`src/rtl/ds3mon_pkg.sv`:
```
package ds3mon_pkg;
  localparam int FEBE_CNT_W = 16;
  localparam int BYTE_W     = 8;

  localparam logic [7:0] ADDR_STAT = 8'h11;
  localparam logic [7:0] ADDR_MASK = 8'h12;
  localparam logic [7:0] ADDR_INT  = 8'h13;
  localparam logic [7:0] ADDR_CNTH = 8'h58;
  localparam logic [7:0] ADDR_CNTL = 8'h59;

  // flag positions in the interrupt register, fixed by software decode
  localparam int INT_CP   = 7;
  localparam int INT_LOS  = 6;
  localparam int INT_AIS  = 5;
  localparam int INT_IDLE = 4;
  localparam int INT_FERF = 3;
  localparam int INT_AIC  = 2;
  localparam int INT_OOF  = 1;
  localparam int INT_PBIT = 0;

  localparam logic [7:0] INT_LIVE = 8'b0001_1100;
endpackage

```
`src/rtl/ds3mon_status.sv`:
```
module ds3mon_status (
  input  logic       clk,
  input  logic       rst_n,
  input  logic       fr_vld,
  input  logic [1:0] fr_x,
  input  logic [2:0] fr_febe,
  input  logic       fr_aic,
  output logic       ferf,
  output logic       aic,
  output logic [2:0] febe_last,
  output logic       ferf_chg,
  output logic       aic_chg
);
  logic x_low, x_high;
  assign x_low  = (fr_x == 2'b00);
  assign x_high = (fr_x == 2'b11);

  assign ferf_chg = fr_vld && ((x_low && !ferf) || (x_high && ferf));
  assign aic_chg  = fr_vld && (fr_aic != aic);

  always_ff @(posedge clk) begin
    if (!rst_n) begin
      ferf      <= 1'b0;
      aic       <= 1'b0;
      febe_last <= '0;
    end else if (fr_vld) begin
      if (x_low)       ferf <= 1'b1;
      else if (x_high) ferf <= 1'b0;
      aic       <= fr_aic;
      febe_last <= fr_febe;
    end
  end


  ferf_set_chk: assert property (@(posedge clk) disable iff (!rst_n)
    (fr_vld && fr_x == 2'b00) |=> ferf);

  ferf_hold_chk: assert property (@(posedge clk) disable iff (!rst_n)
    (fr_vld && (fr_x == 2'b01 || fr_x == 2'b10)) |=> $stable(ferf));

  idle_input_chk: assert property (@(posedge clk) disable iff (!rst_n)
    !fr_vld |=> ($stable(ferf) && $stable(aic) && $stable(febe_last)));
endmodule

```
`src/rtl/ds3mon_idle.sv`:
```
module ds3mon_idle #(
  parameter int IDLE_THR = 15
) (
  input  logic clk,
  input  logic rst_n,
  input  logic fr_vld,
  input  logic fr_idle,
  output logic idle_st,
  output logic idle_chg
);
  localparam int CW = $clog2(IDLE_THR + 1);
  localparam logic [CW-1:0] TOP = CW'(IDLE_THR);

  logic [CW-1:0] cnt, cnt_nxt;

  always_comb begin
    cnt_nxt = cnt;
    if (fr_vld) begin
      if (fr_idle && cnt != TOP)    cnt_nxt = cnt + 1'b1;
      else if (!fr_idle && cnt != '0) cnt_nxt = cnt - 1'b1;
    end
  end

  assign idle_chg = fr_vld && ((cnt_nxt == TOP && !idle_st) ||
                               (cnt_nxt == '0 && idle_st));

  always_ff @(posedge clk) begin
    if (!rst_n) begin
      cnt     <= '0;
      idle_st <= 1'b0;
    end else begin
      cnt <= cnt_nxt;
      if (idle_chg) idle_st <= !idle_st;
    end
  end


  idle_rise_chk: assert property (@(posedge clk) disable iff (!rst_n)
    $rose(idle_st) |-> (cnt == TOP));

  idle_fall_chk: assert property (@(posedge clk) disable iff (!rst_n)
    $fell(idle_st) |-> (cnt == '0));

  idle_bound_chk: assert property (@(posedge clk) disable iff (!rst_n)
    cnt <= TOP);
endmodule

```
`src/rtl/ds3mon_febe_cnt.sv`:
```
module ds3mon_febe_cnt #(
  parameter int W = 16
) (
  input  logic         clk,
  input  logic         rst_n,
  input  logic         inc,
  input  logic         hi_rd,
  input  logic         lo_rd,
  output logic [W-1:0] cnt,
  output logic [7:0]   snap_lo
);
  localparam logic [W-1:0] MAXV = '1;

  always_ff @(posedge clk) begin
    if (!rst_n) begin
      cnt     <= '0;
      snap_lo <= '0;
    end else begin
      if (lo_rd)                  cnt <= inc ? W'(1) : '0;
      else if (inc && cnt != MAXV) cnt <= cnt + 1'b1;
      if (hi_rd) snap_lo <= cnt[7:0];
    end
  end


  cnt_sat_chk: assert property (@(posedge clk) disable iff (!rst_n)
    (cnt == MAXV && !lo_rd) |=> (cnt == MAXV));

  clr_inc_chk: assert property (@(posedge clk) disable iff (!rst_n)
    (lo_rd && inc) |=> (cnt == W'(1)));

  no_inc_chk: assert property (@(posedge clk) disable iff (!rst_n)
    (!inc && !lo_rd) |=> $stable(cnt));
endmodule

```
`src/rtl/ds3_rx_oh_monitor.sv`:
```
module ds3_rx_oh_monitor
  import ds3mon_pkg::*;
#(
  parameter int IDLE_THR = 15
) (
  input  logic       clk,
  input  logic       rst_n,
  input  logic       oh_valid,
  output logic       oh_ready,
  input  logic [1:0] oh_xbits,
  input  logic [2:0] oh_febe,
  input  logic       oh_aic,
  input  logic       oh_idle,
  input  logic [7:0] cpu_addr,
  input  logic       cpu_rd,
  input  logic       cpu_wr,
  input  logic [7:0] cpu_wdata,
  output logic [7:0] cpu_rdata,
  output logic       irq
);
  logic       fr_vld;
  logic       ferf, aic, ferf_chg, aic_chg, idle_st, idle_chg;
  logic [2:0] febe_last;
  logic [FEBE_CNT_W-1:0] ecnt;
  logic [7:0] snap_lo;
  logic [7:0] mask_q, int_q, int_set;
  logic       rd_int, rd_hi, rd_lo;

  assign oh_ready = 1'b1;
  assign fr_vld   = oh_valid && oh_ready;

  assign rd_int = cpu_rd && (cpu_addr == ADDR_INT);
  assign rd_hi  = cpu_rd && (cpu_addr == ADDR_CNTH);
  assign rd_lo  = cpu_rd && (cpu_addr == ADDR_CNTL);

  ds3mon_status u_stat (
    .clk(clk), .rst_n(rst_n), .fr_vld(fr_vld), .fr_x(oh_xbits),
    .fr_febe(oh_febe), .fr_aic(oh_aic), .ferf(ferf), .aic(aic),
    .febe_last(febe_last), .ferf_chg(ferf_chg), .aic_chg(aic_chg)
  );

  ds3mon_idle #(.IDLE_THR(IDLE_THR)) u_idle (
    .clk(clk), .rst_n(rst_n), .fr_vld(fr_vld), .fr_idle(oh_idle),
    .idle_st(idle_st), .idle_chg(idle_chg)
  );

  ds3mon_febe_cnt #(.W(FEBE_CNT_W)) u_cnt (
    .clk(clk), .rst_n(rst_n), .inc(fr_vld && oh_febe != 3'b111),
    .hi_rd(rd_hi), .lo_rd(rd_lo), .cnt(ecnt), .snap_lo(snap_lo)
  );

  always_comb begin
    int_set           = '0;
    int_set[INT_IDLE] = idle_chg;
    int_set[INT_FERF] = ferf_chg;
    int_set[INT_AIC]  = aic_chg;
  end

  for (genvar i = 0; i < BYTE_W; i++) begin : g_flag
    if (INT_LIVE[i]) begin : g_live
      always_ff @(posedge clk) begin
        if (!rst_n)          int_q[i] <= 1'b0;
        else if (int_set[i]) int_q[i] <= 1'b1;
        else if (rd_int)     int_q[i] <= 1'b0;
      end
    end else begin : g_tied
      assign int_q[i] = 1'b0;
    end
  end

  always_ff @(posedge clk) begin
    if (!rst_n)                              mask_q <= '0;
    else if (cpu_wr && cpu_addr == ADDR_MASK) mask_q <= cpu_wdata;
  end

  assign irq = |(int_q & mask_q);

  always_comb begin
    cpu_rdata = '0;
    if (cpu_rd) begin
      unique case (cpu_addr)
        ADDR_STAT: cpu_rdata = {3'b000, ferf, aic, febe_last};
        ADDR_MASK: cpu_rdata = mask_q;
        ADDR_INT:  cpu_rdata = int_q;
        ADDR_CNTH: cpu_rdata = ecnt[FEBE_CNT_W-1 -: 8];
        ADDR_CNTL: cpu_rdata = snap_lo;
        default:   cpu_rdata = '0;
      endcase
    end
  end


  ferf_flag_chk: assert property (@(posedge clk) disable iff (!rst_n)
    ($rose(ferf) || $fell(ferf)) |-> int_q[INT_FERF]);

  set_wins_chk: assert property (@(posedge clk) disable iff (!rst_n)
    (rd_int && aic_chg) |=> int_q[INT_AIC]);

  rd_clear_chk: assert property (@(posedge clk) disable iff (!rst_n)
    (rd_int && int_set == '0) |=> (int_q == '0));

  dead_bits_chk: assert property (@(posedge clk) disable iff (!rst_n)
    (int_q & ~INT_LIVE) == '0);
endmodule

```
`config.mk`:
```
export PLATFORM = sky130hd
export DESIGN_NAME = ds3_rx_oh_monitor
export DESIGN_NICKNAME = d
export VERILOG_FILES = /design/src/rtl/ds3mon_pkg.sv /design/src/rtl/ds3mon_status.sv /design/src/rtl/ds3mon_idle.sv /design/src/rtl/ds3mon_febe_cnt.sv /design/src/rtl/ds3_rx_oh_monitor.sv
export SDC_FILE = /design/constraint.sdc
export NUM_CORES = 1
export LEC_CHECK = 0
export ABC_AREA = 1
export BUFFER_PORTS_ARGS = -buffer_cell sky130_fd_sc_hd__clkbuf_2
export CAP_MARGIN = 20
export CORE_MARGIN = 3
export CORE_UTILIZATION = 38
export DETAILED_ROUTE_END_ITERATION = 12
export PLACE_DENSITY = 0.64
export SLEW_MARGIN = 20
export SYNTH_ARGS = -nofsm -noshare
export SYNTH_HDL_FRONTEND = slang
export SYNTH_SLANG_ARGS = --single-unit
```
`constraint.sdc`:
```
create_clock -name clk -period 3.95 [get_ports clk]
set_input_delay 0.9875 -clock clk [delete_from_list [all_inputs] [get_ports clk]]
set_output_delay 0.9875 -clock clk [all_outputs]
set_load 0.03 [all_outputs]
```
Word-level counts from Yosys, hierarchy flattened --
Cells that the tools add are included.
Storage, ports and cells: word-level logic and storage cells 70, output and inout port bits 10, input bits 28, bits in registers 45
Cells by class: reduce and logical (&&, ||, !) cells 30, add/sub/neg operators 3, mux-type cells 14, equal/unequal tests 11, bitwise operators 1
Operators by type and width (number):
- one-hot mux 8 bit (5 select lines) | 1
- 2-to-1 mux 16 bit | 2
- == test 8 x 5 -> 1 bit, second input constant | 3
- adder 16 x 1 -> 16 bit, second input constant | 1
- == test 8 x 7 -> 1 bit, second input constant | 2
- inequality test 16 bit, second input constant | 1
- logical AND 1 bit | 15
- 2-to-1 mux 4 bit | 3
- nonzero test 2 bit | 5
- bitwise AND 5 x 8 -> 8 bit | 1
- 2-to-1 mux 8 bit | 1
- OR reduction 8 bit | 1
- 2-to-1 mux 1 bit | 7
- adder 4 x 1 -> 4 bit, second input constant | 1
- == test 4 bit, second input constant | 1
- logical NOT 4 bit | 1
- inequality test 4 bit, second input constant | 1
- nonzero test 4 bit | 1
- subtractor 4 x 1 -> 4 bit, second input constant | 1
- logical NOT 1 bit | 3
- inequality test 3 bit, second input constant | 1
- == test 2 bit, second input constant | 1
- logical NOT 2 bit | 1
- logical OR 1 bit | 2
- 2 further kinds | 2

Depth between registers and ports, before layout --
Gate-level depths: netlist of the first run.
depth in word-level cells 10, gate-level depth with buffers 15, mapped depth without buffers 15

Cells and area by module --
A second synthesis of the first run with hierarchy kept.
Unflattened totals: cell total of the unflattened synthesis 448, area, all modules 2876.5 µm²
By module, submodules not included:
- ds3mon_febe_cnt | area an instance 1286.2 µm², sequential area each 480.5 µm², cells an instance 203, times used 1
- ds3_rx_oh_monitor | area an instance 907.1 µm², sequential area each 220.2 µm², cells an instance 145, times used 1
- ds3mon_idle | area an instance 447.9 µm², sequential area each 100.1 µm², cells an instance 67, times used 1
- ds3mon_status | area an instance 235.2 µm², sequential area each 100.1 µm², cells an instance 33, times used 1

Least setup slack after synthesis of the first run --
OpenSTA, ideal clock, no wires.
path type in2out, from in cpu_addr[4], to out cpu_rdata[2], buffers on the path 0, data required time 2.963 ns, stages on the path 10, arrival time 2.349 ns, path slack 0.613 ns, path through inv_1 -> nor2_1 -> nand3_1 -> nor2_1 -> inv_1 -> nor3_1 -> nand2_1 -> o21ai_0 -> nor2_1 -> a21oi_1
Between the ends: word-level cells in the longest chain between the ends 3, elaborated cells on any way between the ends 7, those cells by class eq/ne: 5; mux: 2
RTL lines:
- start, declared | RTL line ds3_rx_oh_monitor.sv:14 | input logic [7:0] cpu_addr,
- == test 8 x 7 -> 1 bit or == test 8 x 5 -> 1 bit (tied branches) | RTL line ds3_rx_oh_monitor.sv:81 | unique case (cpu_addr)
- one-hot mux 8 bit (5 select lines) (*) | RTL line ds3_rx_oh_monitor.sv:81
- 2-to-1 mux 8 bit (*) | RTL line ds3_rx_oh_monitor.sv:80 | if (cpu_rd) begin
- end, declared | RTL line ds3_rx_oh_monitor.sv:18 | output logic [7:0] cpu_rdata,
Every way passes the cells marked *; elsewhere a longest branch is shown, timed or not.

Final worst setup path of the first run --
from in cpu_addr[7], to out cpu_rdata[2]
Same word-level chain as after synthesis.

==> flow_summary.json, run 1 <==
{
  "max_cap_viol_count": 0,
  "power_per_cell_area_nw_per_um2": 343,
  "grt_first_pass_wirelength_um": 9900,
  "fp.coreArea_sq_um": 6130,
  "detailed_place_hpwl_um": 4800,
  "fin_hold_ws_ns": 0.451,
  "postSynth.asyncResetShare": 0,
  "synth.most_common_cell": "sky130_fd_sc_hd__nand2_1",
  "post_dp_cell_area_sq_um": 2730,
  "drc": 0,
  "final_hold_viol_count": 0,
  "routabilityCongestion": 0.840,
  "grt.met2_usage": 0.255,
  "clock_sink_count": 45,
  "setup_bufs_post_cts": 0,
  "synth-edff-count": 0,
  "overflow": 0,
  "p_leak_uw": 0.00118,
  "postSynthCellCount": 372,
  "antenna_found_initial": 0,
  "area_of_the_die_sq_um": 7570,
  "timing.clock.skew_ns": 0.00670,
  "grt_start_max_net_pins": 18,
  "wirelength_um": 6020,
  "layout_min_cycle_time_ns": 3.50,
  "finish.utilization": 0.467,
  "growth_of_design_area_from_synthesis_to_finish_pct": 14.9,
  "run_status": "complete, no violations",
  "timing.slew.headroom": 0.591,
  "worst-setup-path-type": "input port to primary output",
  "synth_area_leader_cell": "sky130_fd_sc_hd__dfxtp_1",
  "final_layout_size_suffix_gt1_frac": 0.171,
  "placement_row_count": 28,
  "syn_avg_cell_area_sq_um": 6.70,
  "postCtsResizedCells": 0,
  "cts_buffer_depth": 2,
  "routed-via-count": 2410,
  "timing.critical_path.to_type": "primary output",
  "floorplan.initialDensity": 0.407,
  "maxClockFrequency_ghz": 0.285,
  "yosysUniqueCellTypes": 37,
  "rsz0062_at_grt": "no",
  "drtAntennaViolNets": 0,
  "cts_tree": "done",
  "ys_ff_latch": 45,
  "irDropWorstVdd_uv": 166,
  "grt_use_met3": 0.0341,
  "netlist_top_cells_area": "sky130_fd_sc_hd__dfxtp_1, sky130_fd_sc_hd__nand2_1, sky130_fd_sc_hd__inv_1",
  "cts_made_buffers": 5,
  "fin_setup_tns_ns": 0,
  "die_x_um": 87.0,
  "portBuffers": 36,
  "syn_area_sq_um": 2490,
  "first_global_vias": 2091,
  "detail_route.first_pass.iterations": 5,
  "type_of_origin_of_the_critical_path": "input port",
  "grt.busiest_layer": "met2",
  "yosys_most_used_dff": "sky130_fd_sc_hd__dfxtp_1",
  "fin_crit_sh": 0.887,
  "cts.clk_slew.worst_paths_ns": 0.09,
  "placedCellCount": 476,
  "fin_area_sq_um": 2860,
  "die_h_um": 87.0,
  "io-pin-count": 38,
  "setup_viol": 0,
  "fin_nets": 441,
  "cts-htree-levels": 2,
  "crit_arrival_ns": 2.52,
  "crit_path_max_fanout": 8,
  "synth_nets": 405,
  "drt_iter0_drc": 154,
  "clockRootBuffer": "sky130_fd_sc_hd__clkbuf_8",
  "ys_warn_count": 0,
  "final_count_of_pins_violating_max_slew": 0,
  "instances_no_fill": 484,
  "cp_data_required_time_ns": 2.96,
  "yosys.area.top_type_share": 0.361,
  "vias_per_cell": 4.98,
  "synth.cells.most_frequent": "sky130_fd_sc_hd__nand2_1, sky130_fd_sc_hd__inv_1, sky130_fd_sc_hd__nor2_1",
  "detail_route.wl_per_cell_um": 12.4,
  "ys_seq_area_frac": 0.361,
  "worstSkewPairLatency_ns": 0.29,
  "slew_at_the_pin_closest_to_its_max_slew_limit_ns": 0.610,
  "grt_usage": 0.164,
  "num_antenna_cells": 0,
  "use_met1": 0.231,
  "cts.hold.buffers_added": 0,
  "hp_class": "flop to flop"
}
## flip-flops by register name (all words and copies together), names as in the netlist
name and flops:
u_cnt.snap_lo 8, u_idle.cnt 4, u_stat.aic 1, u_cnt.cnt 16, u_idle.idle_st 1, mask_q 8, int_q 3, u_stat.febe_last 3
u_stat.ferf 1
## layout make-up
cell class | count | area, sq um
tap | 75 | 93.8
inverter | 64 | 240
clock buffer | 5 | 68.8
multi-input combinational | 256 | 1320
fill | 650 | 3270
sequential | 45 | 901
timing repair buffer | 36 | 180
clock inverter | 3 | 65.1
## metal layers
metal  share of wire  wire length, um
met1            0.48             2920
met2            0.46             2740
met3           0.051              306
met4          0.0080               48
met5               0                0
## path summary, 6_finish.rpt
path | depth (start not counted) | slack [ns] | start | to
setup reg to reg | 11 | 2.08 | u_idle.cnt[0] | u_idle.idle_st
setup / recovery | 9 | 0.45 | cpu_addr[7] | cpu_rdata[2]
hold / removal | 2 | 0.45 | u_cnt.snap_lo[1] | u_cnt.snap_lo[1]
hold reg to reg | 2 | 0.45 | u_cnt.snap_lo[1] | u_cnt.snap_lo[1]
## cell usage in the layout, fill, tap and decap left out, types with 2 or more instances in the layout
| cell | count |
|---|---|
| sky130_fd_sc_hd__a21oi_2 | 2 |
| sky130_fd_sc_hd__nand3_1 | 18 |
| sky130_fd_sc_hd__nor3_2 | 2 |
| sky130_fd_sc_hd__nor2_1 | 47 |
| sky130_fd_sc_hd__a211oi_1 | 10 |
| sky130_fd_sc_hd__nand2_1 | 63 |
| sky130_fd_sc_hd__clkbuf_2 | 36 |
| sky130_fd_sc_hd__inv_2 | 4 |
| sky130_fd_sc_hd__o22ai_1 | 7 |
| sky130_fd_sc_hd__nor3_1 | 8 |
| sky130_fd_sc_hd__bufinv_16 | 2 |
| sky130_fd_sc_hd__a21oi_1 | 38 |
| sky130_fd_sc_hd__ha_1 | 5 |
| sky130_fd_sc_hd__nand2_2 | 4 |
| sky130_fd_sc_hd__dfxtp_1 | 45 |
| sky130_fd_sc_hd__o21ai_0 | 21 |
| sky130_fd_sc_hd__o21ai_1 | 8 |
| sky130_fd_sc_hd__nor2_2 | 7 |
| sky130_fd_sc_hd__clkbuf_8 | 5 |
| sky130_fd_sc_hd__nand4_2 | 2 |
| sky130_fd_sc_hd__inv_1 | 59 |
## cell families after synthesis
| group | Yosys count | synth area share |
|---|---|---|
| buf+inv | 71 | 0.111 |
| flops | 45 | 0.361 |
| simple gates | 161 | 0.303 |
| other cells | 1 | 0.00150 |
| fa+ha+maj | 5 | 0.0251 |
| compound gates | 89 | 0.198 |
## per-stage QoR
step | worst slack (ns) | total power, uW
after floorplan | 0.613 | 549
after global placement | 0.530 | 581
after detailed placement | 0.455 | 582
after CTS | 0.457 | 991
after global routing | 0.202 | 1030
final | 0.447 | 982
## worst max-delay path: stages
cell and delay [ns]:
sky130_fd_sc_hd__clkbuf_2 0.10, sky130_fd_sc_hd__inv_2 0.05, sky130_fd_sc_hd__nand3_1 0.10, sky130_fd_sc_hd__nor4_4 0.26, sky130_fd_sc_hd__nand2_1 0.21, sky130_fd_sc_hd__nor2_2 0.25, sky130_fd_sc_hd__nor3_2 0.16, sky130_fd_sc_hd__a21oi_1 0.17
sky130_fd_sc_hd__clkbuf_2 0.23
## power breakdown
group	internal (uW)	switching, uW
Clock	251	159
Combinational	35.1	62.4
Sequential	464	9.93
Power figures use the tool's default switching activity.
==> inputs of run 2 (changes only) <==
--- a/config.mk
+++ b/config.mk
@@ -7,10 +7,10 @@
 export LEC_CHECK = 0
 export ABC_AREA = 1
-export BUFFER_PORTS_ARGS = -buffer_cell sky130_fd_sc_hd__clkbuf_2
 export CAP_MARGIN = 20
 export CORE_MARGIN = 3
 export CORE_UTILIZATION = 38
 export DETAILED_ROUTE_END_ITERATION = 12
-export PLACE_DENSITY = 0.64
+export DONT_BUFFER_PORTS = 1
+export PLACE_DENSITY = 0.59
 export SLEW_MARGIN = 20
 export SYNTH_ARGS = -nofsm -noshare
==> constraint.sdc (replaced) <==
create_clock -name clk -period 3.95 [get_ports clk]
set_input_delay 0.79 -clock clk [delete_from_list [all_inputs] [get_ports clk]]
set_output_delay 0.79 -clock clk [all_outputs]
set_load 0.03 [all_outputs]
==> run 2 against run 1 <==
  * Die area did not move
  * Final cell count fell by 7.4%
  * Clock-buffer cell count increased by 1
  * Worst hold slack better by 0.0042 ns
  * Routed wire length up 1.5%
  * Sequential power about the same
  * Via count down 6.7%
  * Fmax increased by 8.9%
  * Critical endpoint is now cpu_rdata[3]
  * Highest routed layer unchanged
==> flow_summary.json, run 2 (same netlist as run 1, synthesis figures left out) <==
{
  "cts-htree-levels": 2,
  "power.sequential.fraction": 0.571,
  "cts_buffer_depth": 2,
  "fin_crit_sh": 0.814,
  "antenna_found_initial": 0,
  "reg2reg_setup_slack_ns": 2.12,
  "regToRegEndpoint": "u_cnt.cnt[15]",
  "cts.hold.buffers_added": 0,
  "drc": 0,
  "growth_of_design_area_from_synthesis_to_finish_pct": 5.62,
  "clock_sink_count": 45,
  "drt_iter0_drc": 107,
  "setup_bufs_post_cts": 0,
  "internal_power_uw": 613,
  "detail_route.wl_per_cell_um": 13.6,
  "timing.clock.skew_ns": 0.00231,
  "placedCellCount": 440,
  "crit_start": "cpu_addr[4]",
  "final_layout_size_suffix_gt1_frac": 0.0885,
  "cts_made_buffers": 5,
  "worstSkewPairLatency_ns": 0.30,
  "die_h_um": 87.0,
  "max_cap_viol_count": 0,
  "switching_share": 0.262,
  "fp.coreArea_sq_um": 6130,
  "clockRootBuffer": "sky130_fd_sc_hd__clkbuf_8",
  "area.sequential_sq_um": 901,
  "num_antenna_cells": 0,
  "detail_route.first_pass.iterations": 4,
  "grt_use_met3": 0.0501,
  "layout_common_cells": "sky130_fd_sc_hd__nand2_1, sky130_fd_sc_hd__inv_1, sky130_fd_sc_hd__nor2_1",
  "portBuffers": 0,
  "irDropWorstVdd_uv": 149,
  "maxClockFrequency_ghz": 0.311,
  "fin_setup_tns_ns": 0,
  "crit_arrival_ns": 2.43,
  "detailed_place_hpwl_um": 4780,
  "grt_usage": 0.175,
  "slew_at_the_pin_closest_to_its_max_slew_limit_ns": 0.673,
  "wirelength_um": 6110,
  "combinationalPowerShare": 0.093,
  "ff2ff_path_depth": 11,
  "crit_path_max_fanout": 4,
  "routed-via-count": 2249,
  "drtAntennaViolNets": 0,
  "rsz0062_at_grt": "no",
  "fill_cells": 649,
  "final_count_of_pins_violating_max_slew": 0,
  "cts.clk_slew.worst_paths_ns": 0.08,
  "grt_first_pass_wirelength_um": 10300,
  "instances_no_fill": 448,
  "overflow": 0,
  "timing.slew.headroom": 0.553,
  "vias_per_cell": 5.02,
  "total_area_of_multi_input_combinational_cells_sq_um": 1320,
  "timing.critical_path.to_type": "primary output",
  "min_delay_path_depth": 2,
  "die_x_um": 87.0,
  "run_status": "complete, no violations",
  "grt.met2_usage": 0.280,
  "cp_data_required_time_ns": 3.16,
  "io-pin-count": 38,
  "use_met1": 0.230,
  "reg2reg_from": "u_cnt.cnt[0]",
  "layout.cells.most_common": "sky130_fd_sc_hd__nand2_1",
  "fin_nets": 405,
  "worst-setup-path-type": "input port to primary output",
  "area_of_the_die_sq_um": 7570,
  "final_hold_viol_count": 0,
  "type_of_origin_of_the_critical_path": "input port",
  "regs_by_ff_count": "u_cnt.cnt (16), mask_q (8), u_cnt.snap_lo (8)",
  "clock_power_share": 0.336,
  "postCtsResizedCells": 0,
  "hp_class": "flop to flop",
  "number_of_flip_flops_under_the_largest_register_name": 16,
  "setup_viol": 0,
  "power_per_cell_area_nw_per_um2": 315,
  "floorplan.initialDensity": 0.407,
  "grt_start_max_net_pins": 18,
  "total_switching_power_uw": 217,
  "p_leak_uw": 0.00100,
  "grt.busiest_layer": "met2",
  "routabilityCongestion": 0.830,
  "layout_min_cycle_time_ns": 3.22,
  "first_global_vias": 2152,
  "cts_tree": "done",
  "placement_row_count": 28,
  "registers.top_by_ff_count": "u_cnt.cnt",
  "critical_path.endpoint": "cpu_rdata[3]"
}
-- run 2: cell types whose count changed in the layout (fill, tap and decap cells not counted), sizes merged --
cell    change
bufinv      -2
clkbuf     -35
clkinv      +1
-- run 2: how the worst min path moves through the flow --
stage                          start                to  slack [ns]
floorplan           u_cnt.snap_lo[1]  u_cnt.snap_lo[1]        0.43
global placement    u_cnt.snap_lo[0]  u_cnt.snap_lo[0]        0.44
detailed placement  u_cnt.snap_lo[1]  u_cnt.snap_lo[1]        0.44
CTS                 u_cnt.snap_lo[1]  u_cnt.snap_lo[1]        0.45
global route        u_cnt.snap_lo[2]  u_cnt.snap_lo[2]        0.47
finish              u_cnt.snap_lo[2]  u_cnt.snap_lo[2]        0.45
-- run 2: area by class of cell --
type / instances / share of cell area
Clock inverter: 2 / 0.00380
Inverter: 64 / 0.0913
Clock buffer: 6 / 0.0276
Sequential cell: 45 / 0.342
Tap cell: 75 / 0.0356
Multi-Input combinational cell: 256 / 0.500
-- run 2: worst max-delay path, cell delays in order --
cell and delay [ns]:
sky130_fd_sc_hd__inv_1 0.06, sky130_fd_sc_hd__nor2_1 0.10, sky130_fd_sc_hd__nand3_1 0.09, sky130_fd_sc_hd__nor2_1 0.14
sky130_fd_sc_hd__inv_1 0.09, sky130_fd_sc_hd__nor3_1 0.35, sky130_fd_sc_hd__nand2_1 0.10, sky130_fd_sc_hd__o21ai_0 0.10
sky130_fd_sc_hd__nor2_1 0.07, sky130_fd_sc_hd__a21oi_1 0.53
-- run 2: through the flow --
step / utilization / power (uW) / setup slack, ns / area [sq um] / hold WS, ns
final: 0.429 / 831 / 0.733 / 2630 / 0.455
after detailed placement: 0.416 / 562 / 0.788 / 2550 / 0.441
after global placement: 0.416 / 560 / 0.842 / 2550 / 0.438
after global routing: 0.429 / 876 / 0.536 / 2630 / 0.470
after CTS: 0.429 / 843 / 0.768 / 2630 / 0.454
after floorplan: - / 549 / 1.01 / 2490 / 0.425
-- run 2: power groups by stage --
stage	Combinational [uW]	Sequential [uW]	Clock, uW
after floorplan	67.0	482	0
final	77.3	474	279
after global placement	75.7	484	0
after CTS	77.6	474	292
after global routing	90.3	475	310
after detailed placement	77.1	485	0
-- run 2: per-layer routing --
layer,part of all wire,vias up
met2,0.46,37
met3,0.060,4
met5,0,-
met1,0.47,1002
met4,0.011,0
li1,-,1206
